<file path="src/rtl/scp_pkg.sv">
package scp_pkg;

    typedef enum logic [2:0] {
        ST_IDLE,
        ST_WR_SHIFT,
        ST_WR_FULL,
        ST_RD_LOAD,
        ST_RD_SHIFT,
        ST_RD_DONE
    } state_t;

    typedef enum logic [1:0] {
        TGT_CTRL,
        TGT_ZERO,
        TGT_FULL,
        TGT_DATA
    } tgt_t;

    typedef logic [2:0] mode_t;

    localparam mode_t MODE_ZERO_COEF = 3'b110;
    localparam mode_t MODE_FULL_COEF = 3'b111;

    function automatic tgt_t pick_target(input logic sel, input mode_t mode);
        if (!sel)
            return TGT_CTRL;
        else if (mode == MODE_ZERO_COEF)
            return TGT_ZERO;
        else if (mode == MODE_FULL_COEF)
            return TGT_FULL;
        else
            return TGT_DATA;
    endfunction

endpackage

</file>
<file path="src/rtl/scp_sync.sv">
module scp_sync #(
    parameter int          W       = 5,
    parameter int          STAGES  = 2,
    parameter logic [W-1:0] RST_VAL = '0
) (
    input  logic         clk,
    input  logic         rst_n,
    input  logic [W-1:0] d,
    output logic [W-1:0] q
);
    logic [W-1:0] pipe_q [STAGES];

    always_ff @(posedge clk or negedge rst_n) begin
        if (!rst_n) begin
            for (int i = 0; i < STAGES; i++) pipe_q[i] <= RST_VAL;
        end else begin
            pipe_q[0] <= d;
            for (int i = 1; i < STAGES; i++) pipe_q[i] <= pipe_q[i-1];
        end
    end

    assign q = pipe_q[STAGES-1];
endmodule

</file>
<file path="src/rtl/scp_serial_fsm.sv">
module scp_serial_fsm
    import scp_pkg::*;
#(
    parameter int W       = 24,
    parameter int SHORT_W = 16
) (
    input  logic         clk,
    input  logic         rst_n,
    input  logic         sclk_rise,
    input  logic         sclk_fall,
    input  logic         frame_low,
    input  logic         frame_fall,
    input  logic         sdi,
    input  logic         rd_req,
    input  logic         sel,
    input  mode_t        mode,
    input  logic         wl,
    input  logic [W-1:0] rd_word,
    output logic         sdo,
    output logic         wr_en,
    output tgt_t         wr_tgt,
    output logic [W-1:0] wr_data,
    output tgt_t         rd_tgt
);
    localparam int CNT_W = $clog2(W + 1);
    localparam logic [CNT_W-1:0] LAST = CNT_W'(W - 1);

    state_t            state_q, state_d;
    logic [CNT_W-1:0]  cnt_q;
    logic [CNT_W-1:0]  len_q;
    logic [W-1:0]      shreg_q;
    tgt_t              tgt_q;
    logic              wr_en_q;

    // state register
    always_ff @(posedge clk or negedge rst_n) begin
        if (!rst_n) state_q <= ST_IDLE;
        else        state_q <= state_d;
    end

    // transitions
    always_comb begin
        state_d = state_q;
        if (!frame_low) begin
            state_d = ST_IDLE;                       // frame end
        end else begin
            unique case (state_q)
                ST_IDLE:     if (frame_fall) state_d = rd_req ? ST_RD_LOAD : ST_WR_SHIFT;
                ST_WR_SHIFT: if (sclk_rise && cnt_q == LAST) state_d = ST_WR_FULL;
                ST_WR_FULL:  state_d = ST_WR_FULL;
                ST_RD_LOAD:  state_d = ST_RD_SHIFT;
                ST_RD_SHIFT: if (sclk_fall && cnt_q == len_q - CNT_W'(1)) state_d = ST_RD_DONE;
                ST_RD_DONE:  state_d = ST_RD_DONE;
                default:     state_d = ST_IDLE;
            endcase
        end
    end

    // datapath
    always_ff @(posedge clk or negedge rst_n) begin
        if (!rst_n) begin
            cnt_q   <= '0;
            len_q   <= CNT_W'(W);
            shreg_q <= '0;
            tgt_q   <= TGT_CTRL;
            wr_en_q <= 1'b0;
        end else begin
            wr_en_q <= 1'b0;
            unique case (state_q)
                ST_IDLE: begin
                    cnt_q <= '0;
                    if (frame_low && frame_fall) tgt_q <= pick_target(sel, mode);
                end
                ST_WR_SHIFT: begin
                    if (sclk_rise) begin
                        shreg_q <= {shreg_q[W-2:0], sdi};
                        cnt_q   <= cnt_q + CNT_W'(1);
                        if (cnt_q == LAST) wr_en_q <= 1'b1;
                    end
                end
                ST_RD_LOAD: begin
                    shreg_q <= rd_word;
                    cnt_q   <= '0;
                    len_q   <= (tgt_q == TGT_DATA && !wl) ? CNT_W'(SHORT_W) : CNT_W'(W);
                end
                ST_RD_SHIFT: begin
                    if (sclk_fall) begin
                        shreg_q <= {shreg_q[W-2:0], 1'b0};
                        cnt_q   <= cnt_q + CNT_W'(1);
                    end
                end
                ST_WR_FULL, ST_RD_DONE: begin
                end
                default: begin
                end
            endcase
        end
    end

    // outputs
    always_comb begin
        sdo     = (state_q == ST_RD_SHIFT) ? shreg_q[W-1] : 1'b0;
        wr_en   = wr_en_q;
        wr_data = shreg_q;
        wr_tgt  = tgt_q;
        rd_tgt  = tgt_q;
    end

    a_r3_cnt_bound: assert property (@(posedge clk) disable iff (!rst_n)
        cnt_q <= CNT_W'(W));
    a_r4_idle_after_frame: assert property (@(posedge clk) disable iff (!rst_n)
        !frame_low |=> state_q == ST_IDLE);
    a_r2_commit_needs_full_word: assert property (@(posedge clk) disable iff (!rst_n)
        wr_en_q |-> cnt_q == CNT_W'(W));
    a_r1_commit_single_pulse: assert property (@(posedge clk) disable iff (!rst_n)
        wr_en_q |=> !wr_en_q);
    a_r11_sdo_quiet_outside_read: assert property (@(posedge clk) disable iff (!rst_n)
        (state_q != ST_RD_SHIFT) |-> !sdo);
endmodule

</file>
<file path="src/rtl/scp_regfile.sv">
module scp_regfile
    import scp_pkg::*;
#(
    parameter int          W         = 24,
    parameter int          NUM_CH    = 2,
    parameter int          CH_BIT    = 17,
    parameter logic [W-1:0] FULL_INIT = 24'h800000
) (
    input  logic         clk,
    input  logic         rst_n,
    input  logic         wr_en,
    input  tgt_t         wr_tgt,
    input  logic [W-1:0] wr_data,
    input  tgt_t         rd_tgt,
    input  logic [W-1:0] data_in,
    output logic [W-1:0] rd_word,
    output logic [W-1:0] ctrl_word
);
    localparam int CH_W = (NUM_CH > 1) ? $clog2(NUM_CH) : 1;

    logic [W-1:0]    ctrl_q;
    logic [W-1:0]    zero_q [NUM_CH];
    logic [W-1:0]    full_q [NUM_CH];
    logic [CH_W-1:0] chan;

    assign chan = ctrl_q[CH_BIT +: CH_W];

    always_ff @(posedge clk or negedge rst_n) begin
        if (!rst_n)                             ctrl_q <= '0;
        else if (wr_en && wr_tgt == TGT_CTRL)   ctrl_q <= wr_data;
    end

    for (genvar ch = 0; ch < NUM_CH; ch++) begin : g_chan
        always_ff @(posedge clk or negedge rst_n) begin
            if (!rst_n) begin
                zero_q[ch] <= '0;
                full_q[ch] <= FULL_INIT;
            end else if (wr_en && chan == CH_W'(ch)) begin
                if (wr_tgt == TGT_ZERO) zero_q[ch] <= wr_data;
                if (wr_tgt == TGT_FULL) full_q[ch] <= wr_data;
            end
        end

        a_r6_zero_only_on_commit: assert property (@(posedge clk) disable iff (!rst_n)
            !$stable(zero_q[ch]) |-> $past(wr_en && wr_tgt == TGT_ZERO));
        a_r7_full_only_on_commit: assert property (@(posedge clk) disable iff (!rst_n)
            !$stable(full_q[ch]) |-> $past(wr_en && wr_tgt == TGT_FULL));
    end

    always_comb begin
        unique case (rd_tgt)
            TGT_CTRL: rd_word = ctrl_q;
            TGT_ZERO: rd_word = zero_q[chan];
            TGT_FULL: rd_word = full_q[chan];
            default:  rd_word = data_in;
        endcase
    end

    assign ctrl_word = ctrl_q;

    a_r2_ctrl_only_on_commit: assert property (@(posedge clk) disable iff (!rst_n)
        !$stable(ctrl_q) |-> $past(wr_en && wr_tgt == TGT_CTRL));
endmodule

</file>
<file path="src/rtl/scp_top.sv">
module scp_top
    import scp_pkg::*;
#(
    parameter int          WORD_W      = 24,
    parameter int          SHORT_W     = 16,
    parameter int          NUM_CH      = 2,
    parameter int          SYNC_STAGES = 2,
    parameter logic [WORD_W-1:0] FULL_INIT = 24'h800000
) (
    input  logic              clk,
    input  logic              rst_n,
    input  logic              sclk,
    input  logic              frame_n,
    input  logic              rd_req,
    input  logic              sel,
    input  logic              sdi,
    output logic              sdo,
    input  logic [WORD_W-1:0] data_in,
    output logic [WORD_W-1:0] cfg_word
);
    localparam int MODE_HI = WORD_W - 1;
    localparam int CH_BIT  = WORD_W - 7;
    localparam int WL_BIT  = WORD_W - 9;

    logic [4:0]        raw_in, syn;
    logic [1:0]        prev_q;
    logic              wr_en;
    tgt_t              wr_tgt, rd_tgt;
    logic [WORD_W-1:0] wr_data, rd_word, ctrl_word;

    assign raw_in = {rd_req, sel, sdi, frame_n, sclk};

    scp_sync #(.W(5), .STAGES(SYNC_STAGES), .RST_VAL(5'b00010)) i_sync (
        .clk(clk), .rst_n(rst_n), .d(raw_in), .q(syn)
    );

    always_ff @(posedge clk or negedge rst_n) begin
        if (!rst_n) prev_q <= 2'b10;
        else        prev_q <= syn[1:0];
    end

    scp_serial_fsm #(.W(WORD_W), .SHORT_W(SHORT_W)) i_fsm (
        .clk(clk), .rst_n(rst_n),
        .sclk_rise(syn[0] && !prev_q[0]),
        .sclk_fall(!syn[0] && prev_q[0]),
        .frame_low(!syn[1]),
        .frame_fall(!syn[1] && prev_q[1]),
        .sdi(syn[2]), .rd_req(syn[4]), .sel(syn[3]),
        .mode(ctrl_word[MODE_HI -: 3]), .wl(ctrl_word[WL_BIT]),
        .rd_word(rd_word), .sdo(sdo),
        .wr_en(wr_en), .wr_tgt(wr_tgt), .wr_data(wr_data), .rd_tgt(rd_tgt)
    );

    scp_regfile #(.W(WORD_W), .NUM_CH(NUM_CH), .CH_BIT(CH_BIT), .FULL_INIT(FULL_INIT)) i_regs (
        .clk(clk), .rst_n(rst_n),
        .wr_en(wr_en), .wr_tgt(wr_tgt), .wr_data(wr_data),
        .rd_tgt(rd_tgt), .data_in(data_in),
        .rd_word(rd_word), .ctrl_word(ctrl_word)
    );

    assign cfg_word = ctrl_word;
endmodule

</file>
<file path="config.mk">
export PLATFORM = sky130hd
export DESIGN_NAME = scp_top
export DESIGN_NICKNAME = d
export VERILOG_FILES = /design/src/rtl/scp_pkg.sv /design/src/rtl/scp_sync.sv /design/src/rtl/scp_serial_fsm.sv /design/src/rtl/scp_regfile.sv /design/src/rtl/scp_top.sv
export SDC_FILE = /design/constraint.sdc
export NUM_CORES = 1
export LEC_CHECK = 0
export ABC_AREA = 1
export CAP_MARGIN = 20
export CORE_MARGIN = 5
export CORE_UTILIZATION = 25
export CTS_BUF_LIST = sky130_fd_sc_hd__clkbuf_4 sky130_fd_sc_hd__clkbuf_8 sky130_fd_sc_hd__clkbuf_16
export CTS_CLUSTER_SIZE = 24
export DETAILED_ROUTE_END_ITERATION = 12
export PLACE_DENSITY = 0.48
export SYNTH_ARGS = -nofsm -noshare
export SYNTH_HDL_FRONTEND = slang
export SYNTH_SLANG_ARGS = --single-unit
export TNS_END_PERCENT = 10
</file>
<file path="constraint.sdc">
create_clock -name clk -period 1.7 [get_ports clk]
set_clock_uncertainty 0.2 [all_clocks]
set_input_delay 0.255 -clock clk [delete_from_list [all_inputs] [get_ports clk]]
set_output_delay 0.255 -clock clk [all_outputs]
set_load 0.03 [all_outputs]
</file>
=== Word level (Yosys, flattened, before mapping) ===
Index checks and enable logic that the tools add are counted.

* Add/sub/neg operators: 2
* $mul: 0
* Div/mod/pow operators: 0
* $lt $le $gt $ge: 1
* Equality and inequality tests: 17
* Shift-type cells: 0
* Multiplexer cells: 27
* Bitwise gates (word level): 2
* Reduce and logical (&&, ||, !) cells: 27

{| class="wikitable"
|+ Operator list
! kind !! count
|-
| 24-bit 2-to-1 mux || 8
|-
| 24-bit one-hot mux with 3 select lines || 2
|-
| 3-bit one-hot mux with 6 select lines || 1
|-
| 5-bit one-hot mux with 3 select lines || 1
|-
| 3-bit == test (second input constant) || 4
|-
| 3-bit 2-to-1 mux || 4
|-
| 1-bit logical AND || 10
|-
| 5-bit 2-to-1 mux || 2
|-
| 2-bit AND reduction || 5
|-
| 3-bit by 2-bit inequality test with 1-bit output (second input constant) || 3
|-
| 3-bit AND reduction || 3
|-
| 3-bit by 2-bit == test with 1-bit output (second input constant) || 2
|-
| 2-bit 2-to-1 mux || 3
|-
| 3-bit nonzero test || 2
|-
| 5-bit by 1-bit adder with 5-bit output (second input constant) || 1
|-
| 5-bit == test || 1
|-
| 5-bit == test (second input constant) || 1
|-
| 1-bit 2-to-1 mux || 5
|-
| 5-bit by 1-bit subtractor with 5-bit output (second input constant) || 1
|-
| 2-bit == test (second input constant) || 2
|-
| 1-bit zero test || 4
|-
| 4-bit 2-to-1 mux || 1
|-
| 2-bit by 1-bit inequality test with 1-bit output (second input constant) || 2
|-
| 3-bit by 1-bit == test with 1-bit output (second input constant) || 1
|-
| other kinds (7) || 7
|}

* Register bits after elaboration: 172
* Bits in latches: 0
* RAM bits: 0
* Memory bits (read-only): 0
* Bits of input ports: 31
* Output and inout bits: 25
* Logic and storage cells: 90
* Memories kept: 0

=== Depth between registers and ports, before layout ===
* Depth in word-level cells: 6
* Mapped depth: 10
* Gate-level depth less buffers: 8

=== Hierarchy ===
From an unflattened synthesis, not the netlist that was laid out.

* Cells, all modules: 972
* Area, all modules: 7,885.1 µm²

{| class="wikitable"
|+ Modules (own cells, without submodules)
! module !! times used !! cells an instance !! area each (µm²) !! sequential area each (µm²)
|-
| scp_regfile || 1 || 713 || 5,592.9 || 3,005.4
|-
| scp_serial_fsm || 1 || 235 || 1,924.3 || 902.1
|-
| scp_sync || 1 || 15 || 290.3 || 252.7
|-
| scp_top || 1 || 9 || 77.6 || 51.3
|}

=== Least setup slack after synthesis ===
OpenSTA, ideal clock, no wires.

* Path kind: reg2reg
* From: register i_regs.ctrl_q[17], in the netlist i_regs.ctrl_word[17]
* To: register i_fsm.shreg_q[17], in the netlist i_fsm.wr_data[17]
* Setup time: 0.120 ns
* Arrival: 1.438 ns
* Required time: 1.380 ns
* Slack: -0.058 ns
* Cell stages (with the launch flop): 11
* Path buffers: 3
* Period minus slack after synthesis: 1.758 ns
* Cells stage by stage: dfrtp_1 -> buf_2 -> inv_1 -> buf_2 -> buf_2 -> nand2_1 -> nand2_1 -> o21bai_1 -> nand2_1 -> nand2_1 -> a21oi_2

* Longest elaborated chain between the ends: 6
* Elaborated cells between the ends (all ways): 9
* Classes of those cells: mux: 8; bitwise: 1

{| class="wikitable"
|+ RTL lines
! item !! RTL line !! RTL
|-
| start, declared || scp_regfile.sv:21 || <nowiki>logic [W-1:0] ctrl_q;</nowiki>
|-
| start signal, assigned || scp_regfile.sv:30 || <nowiki>else if (wr_en && wr_tgt == TGT_CTRL) ctrl_q <= wr_data;</nowiki>
|-
| 1-bit NOT with 2-bit output (implied by the code) || scp_regfile.sv:53, scp_regfile.sv:54 ||
|-
| 24-bit 2-to-1 mux (on tied branches) (3 in a row) || scp_regfile.sv:54, scp_regfile.sv:53 ||
|-
| 24-bit one-hot mux with 3 select lines * || scp_regfile.sv:51 || <nowiki>unique case (rd_tgt)</nowiki>
|-
| 24-bit one-hot mux with 3 select lines * || scp_serial_fsm.sv:69 || <nowiki>unique case (state_q)</nowiki>
|-
| end signal, assigned || scp_serial_fsm.sv:76 || <nowiki>shreg_q <= {shreg_q[W-2:0], sdi};</nowiki>
|-
| end signal, assigned || scp_serial_fsm.sv:82 || <nowiki>shreg_q <= rd_word;</nowiki>
|-
| end signal, assigned || scp_serial_fsm.sv:88 || <nowiki>shreg_q <= {shreg_q[W-2:0], 1'b0};</nowiki>
|-
| end, declared || scp_serial_fsm.sv:31 || <nowiki>logic [W-1:0] shreg_q;</nowiki>
|}

Mark *: on every way between the ends. The rest lies on a longest branch, timed or not. The select of a mux whose other input is x is not followed.
A chain may end at the register's enable or synchronous reset.

=== Final worst setup path ===
* From: register i_fsm.state_q[1]
* To: output port sdo

* Longest elaborated chain between the ends: 2

{| class="wikitable"
|+ RTL lines
! item !! RTL line !! RTL
|-
| start, declared || scp_serial_fsm.sv:28 || <nowiki>state_t state_q, state_d;</nowiki>
|-
| start signal, assigned || scp_serial_fsm.sv:38 || <nowiki>else state_q <= state_d;</nowiki>
|-
| 3-bit == test || scp_serial_fsm.sv:102 || <nowiki>sdo = (state_q == ST_RD_SHIFT) ? shreg_q[W-1] : 1'b0;</nowiki>
|-
| 1-bit 2-to-1 mux || scp_serial_fsm.sv:102 ||
|-
| end, declared || scp_top.sv:17 || <nowiki>output logic sdo,</nowiki>
|}

No other way between the ends.

==> results.toml <==
[timing]
setup_ws_ns = -0.1205
setup_viol = 19
fmax_mhz = 549.3
period_minus_slack_ns = 1.821
final-max-slew-violation-count = 0
fin_crit_sh_pct = 107.1
whs_ns = 0.02739
hold_viol_final = 0
relSlewSlack_pct = 75.42
rsz0062_at_grt = "true"
tightest_slew_ns = 0.3687

[drt]
drc = 0
ant_nets = 0
drt_iter0_drc = 486
vias_per_cell = 4.443
drt_wl_total_mm = 22.30
wl_per_cell_um = 14.99
drtPass1Iterations = 5
num_vias = 6611

[run_status]
violations = "setup timing"
status = "finished, violations left"

[global_route]
overflow = 0
grt_pass1_vias = 6414
grt_max_degree = 39
grtUsageTotal_pct = 12.67
antenna_found_initial = 0
grt_pass1_wl_mm = 35.54

[logic_synthesis]
synth_top_cell_area_share_pct = 51.82
synthTopCellsByCount = "nand2_1 (393), dfrtp_1 (162), nor2_1 (107), o21ai_0 (80), o21ai_1 (50)"
synth-async-reset-ratio_pct = 100.0
synth_edf_count = 0
synth_top_cell_by_area = "dfrtp_1"
synthFlopType = "dfrtp_1"
synth_area_leaders = "dfrtp_1 (52%), nand2_1 (19%), nor2_1 (5.1%)"
ys_ff_latch = 168
yosysWarnings = 0
syn-cell-area_um2 = 7824
synth_cell_types = 29
syn_inst = 1001
syn_nets = 1033
synth.most_common_cell = "nand2_1"
avgSynthCellArea_um2 = 7.816
ys_seq_area_share_pct = 53.83

[hold_path]
hold_path_depth = 1
whs_endpoint = "i_sync.pipe_q[6]$_DFF_PN1_"
min_from = "frame_n"
hp-class = "input port to register"

[setup_path]
required_ns = 1.24
critPathMaxStageDelay_ns = 0.43
r2r-start = "i_fsm.state_q[1]$_DFFE_PN0P_"
reg2reg_slack_ns = -0.07
crit_buf_inv = 1
cpLargestDelayFamily = "flip-flops"
rr_endpoint = "i_fsm.wr_data[10]$_DFFE_PN0P_"
crit_arrival_ns = 1.37
crit_top_cell = "nor2_4"
crit_fanout = 3
crit_path_start_kind = "register"
r2r_cells = 8
worstSetupPathType = "register to output pin"
worst_path_max_delay_cell = "dfrtp_2"
path_cells = "nor2_4 -> nand2_4 -> nor2_4 -> buf_6"
worstSetupEndpointType = "output pin"

[placement]
finalWeightedCongestion = 0.7693
dp_hpwl_mm = 14.30
io_buffers = 55
numPlacedInstances = 1446

[flow_run]
drv_cap = 0

[cells_and_area]
n_antenna_cell = 0
nets = 1111
drive_above_1_share_pct = 13.83
fin_cells = 1488
area_growth_pct = 26.66
final_util_pct = 32.23

[floorplanning]
start_util_pct = 25.44
rows = 64
die_h_um = 186.9
design.die.area_um2 = 34930
io_pins = 56
die_x_um = 186.9
core_um2 = 30750

[power]
power.leakage_nw = 4.760
ir_drop_mv = 0.6584
p_per_area_nw_per_um2 = 1258

[clocking]
cts_buffers = 17
clock_sinks = 168
cts_root_buf = "clkbuf_16"
cts_tree = "yes"
clk_pin_slew_ns = 0.06
clk_path_buf_depth = 2
htree_levels = 4
insertion_delay_ns = 0.44
==> kinds of logic (layout without fill, tap and decap cells) <==
logic type / Yosys count / in the layout / share of synthesized area (%)
buffers and inverters: 101 / 192 / 5.805
XOR/XNOR: 2 / 2 / 0.2239
adder cells (fa/ha/maj): 1 / 1 / 0.1599
AND/OR/NAND/NOR: 546 / 546 / 27.35
flip-flops: 168 / 168 / 53.83
AO/OA/AOI/OAI: 183 / 183 / 12.63
==> power by group <==
group	internal (mW)	leakage [nW]	total (mW)	switching (mW)
combinational	1.51	2.27	4.04	2.53
clock	2.23	0.277	3.88	1.65
sequential	4.37	2.21	4.54	0.166
==> state kept, by name (all words and copies together) (netlist names) <==
name              cells
i_fsm.cnt_q           5
i_fsm.len_q           1
i_fsm.state_q         3
i_fsm.rd_tgt          2
i_sync.q              5
prev_q                2
i_fsm.wr_en           1
i_sync.pipe_q         5
i_regs.ctrl_word     24
i_regs.full_q        48
i_fsm.wr_data        24
i_regs.zero_q        48
==> per-layer routing <==
metal	global-route usage, %	up-vias	share of wire [%]	routed length (um)
met1	18.20	3127	51	11390
met5	0	-	0	0
met4	3.612	0	1.4	318
li1	-	3340	-	-
met3	2.576	24	3.7	825
met2	19.40	120	44	9770
==> final cells by class <==
type	count	area, um2
Fill cell	3361	20840
Inverter	45	173.9
Clock buffer	21	455.4
Clock inverter	11	126.4
Sequential cell	168	4217
Multi-Input combinational cell	732	3222
Timing Repair Buffer	115	1220
Tap cell	396	495.5
==> layout by cell type (no fill, tap or decap), drive strengths merged, types with 6 or more instances in the layout <==
master         instances
clkdlybuf4s50         29
nand3                 32
a21oi                 26
clkbuf                30
clkdlybuf4s15         13
nor2                 112
a21boi                23
inv                   46
dfrtp                162
buf                   61
o21ai                130
dfstp                  6
nand2                393
==> metrics by stage <==
stage / total power, mW / setup WS (ns) / area [um2] / TNS, ns
floorplan: 6.742 / -0.005106 / 7825 / -0.09491
global placement: 8.178 / 0.04493 / 9158 / 0
detailed placement: 8.217 / -0.01961 / 9158 / -0.01961
CTS: 12.18 / -0.2234 / 9773 / -0.2855
global route: 13.15 / -0.1919 / 9910 / -2.627
finish: 12.46 / -0.1205 / 9910 / -0.9093
==> worst register-to-register path, stage by stage (launching register included) <==
cell,delay (ns)
dfrtp_2,0.43
buf_4,0.14
buf_4,0.13
inv_4,0.06
nand3_4,0.09
nand3_4,0.18
buf_12,0.21
nand2_1,0.08
a21boi_1,0.12
==> how the worst max path moves through the flow <==
stage | start | endpoint | slack [ns] | depth (start not counted)
after floorplan | i_regs.ctrl_word[17]$_DFFE_PN0P_ | i_fsm.wr_data[4]$_DFFE_PN0P_ | -0.005 | 10
after global placement | i_fsm.state_q[1]$_DFFE_PN0P_ | i_fsm.cnt_q[0]$_DFFE_PN0P_ | 0.04 | 7
after detailed placement | i_fsm.state_q[1]$_DFFE_PN0P_ | i_fsm.cnt_q[0]$_DFFE_PN0P_ | -0.02 | 7
after CTS | i_fsm.state_q[0]$_DFFE_PN0P_ | sdo | -0.22 | 4
after global routing | i_fsm.state_q[0]$_DFFE_PN0P_ | sdo | -0.19 | 4
final | i_fsm.state_q[1]$_DFFE_PN0P_ | sdo | -0.12 | 4
==> timing repair <==
item,CTS,global route
gates cloned,0,2
endpoints found under the hold margin,164,0
hold buffers,1,0
setup endpoints to repair,27,41
pin swaps,0,4
setup buffers,0,7
gates resized for setup,58,39
Note: power is estimated with default switching activity, not from simulation.
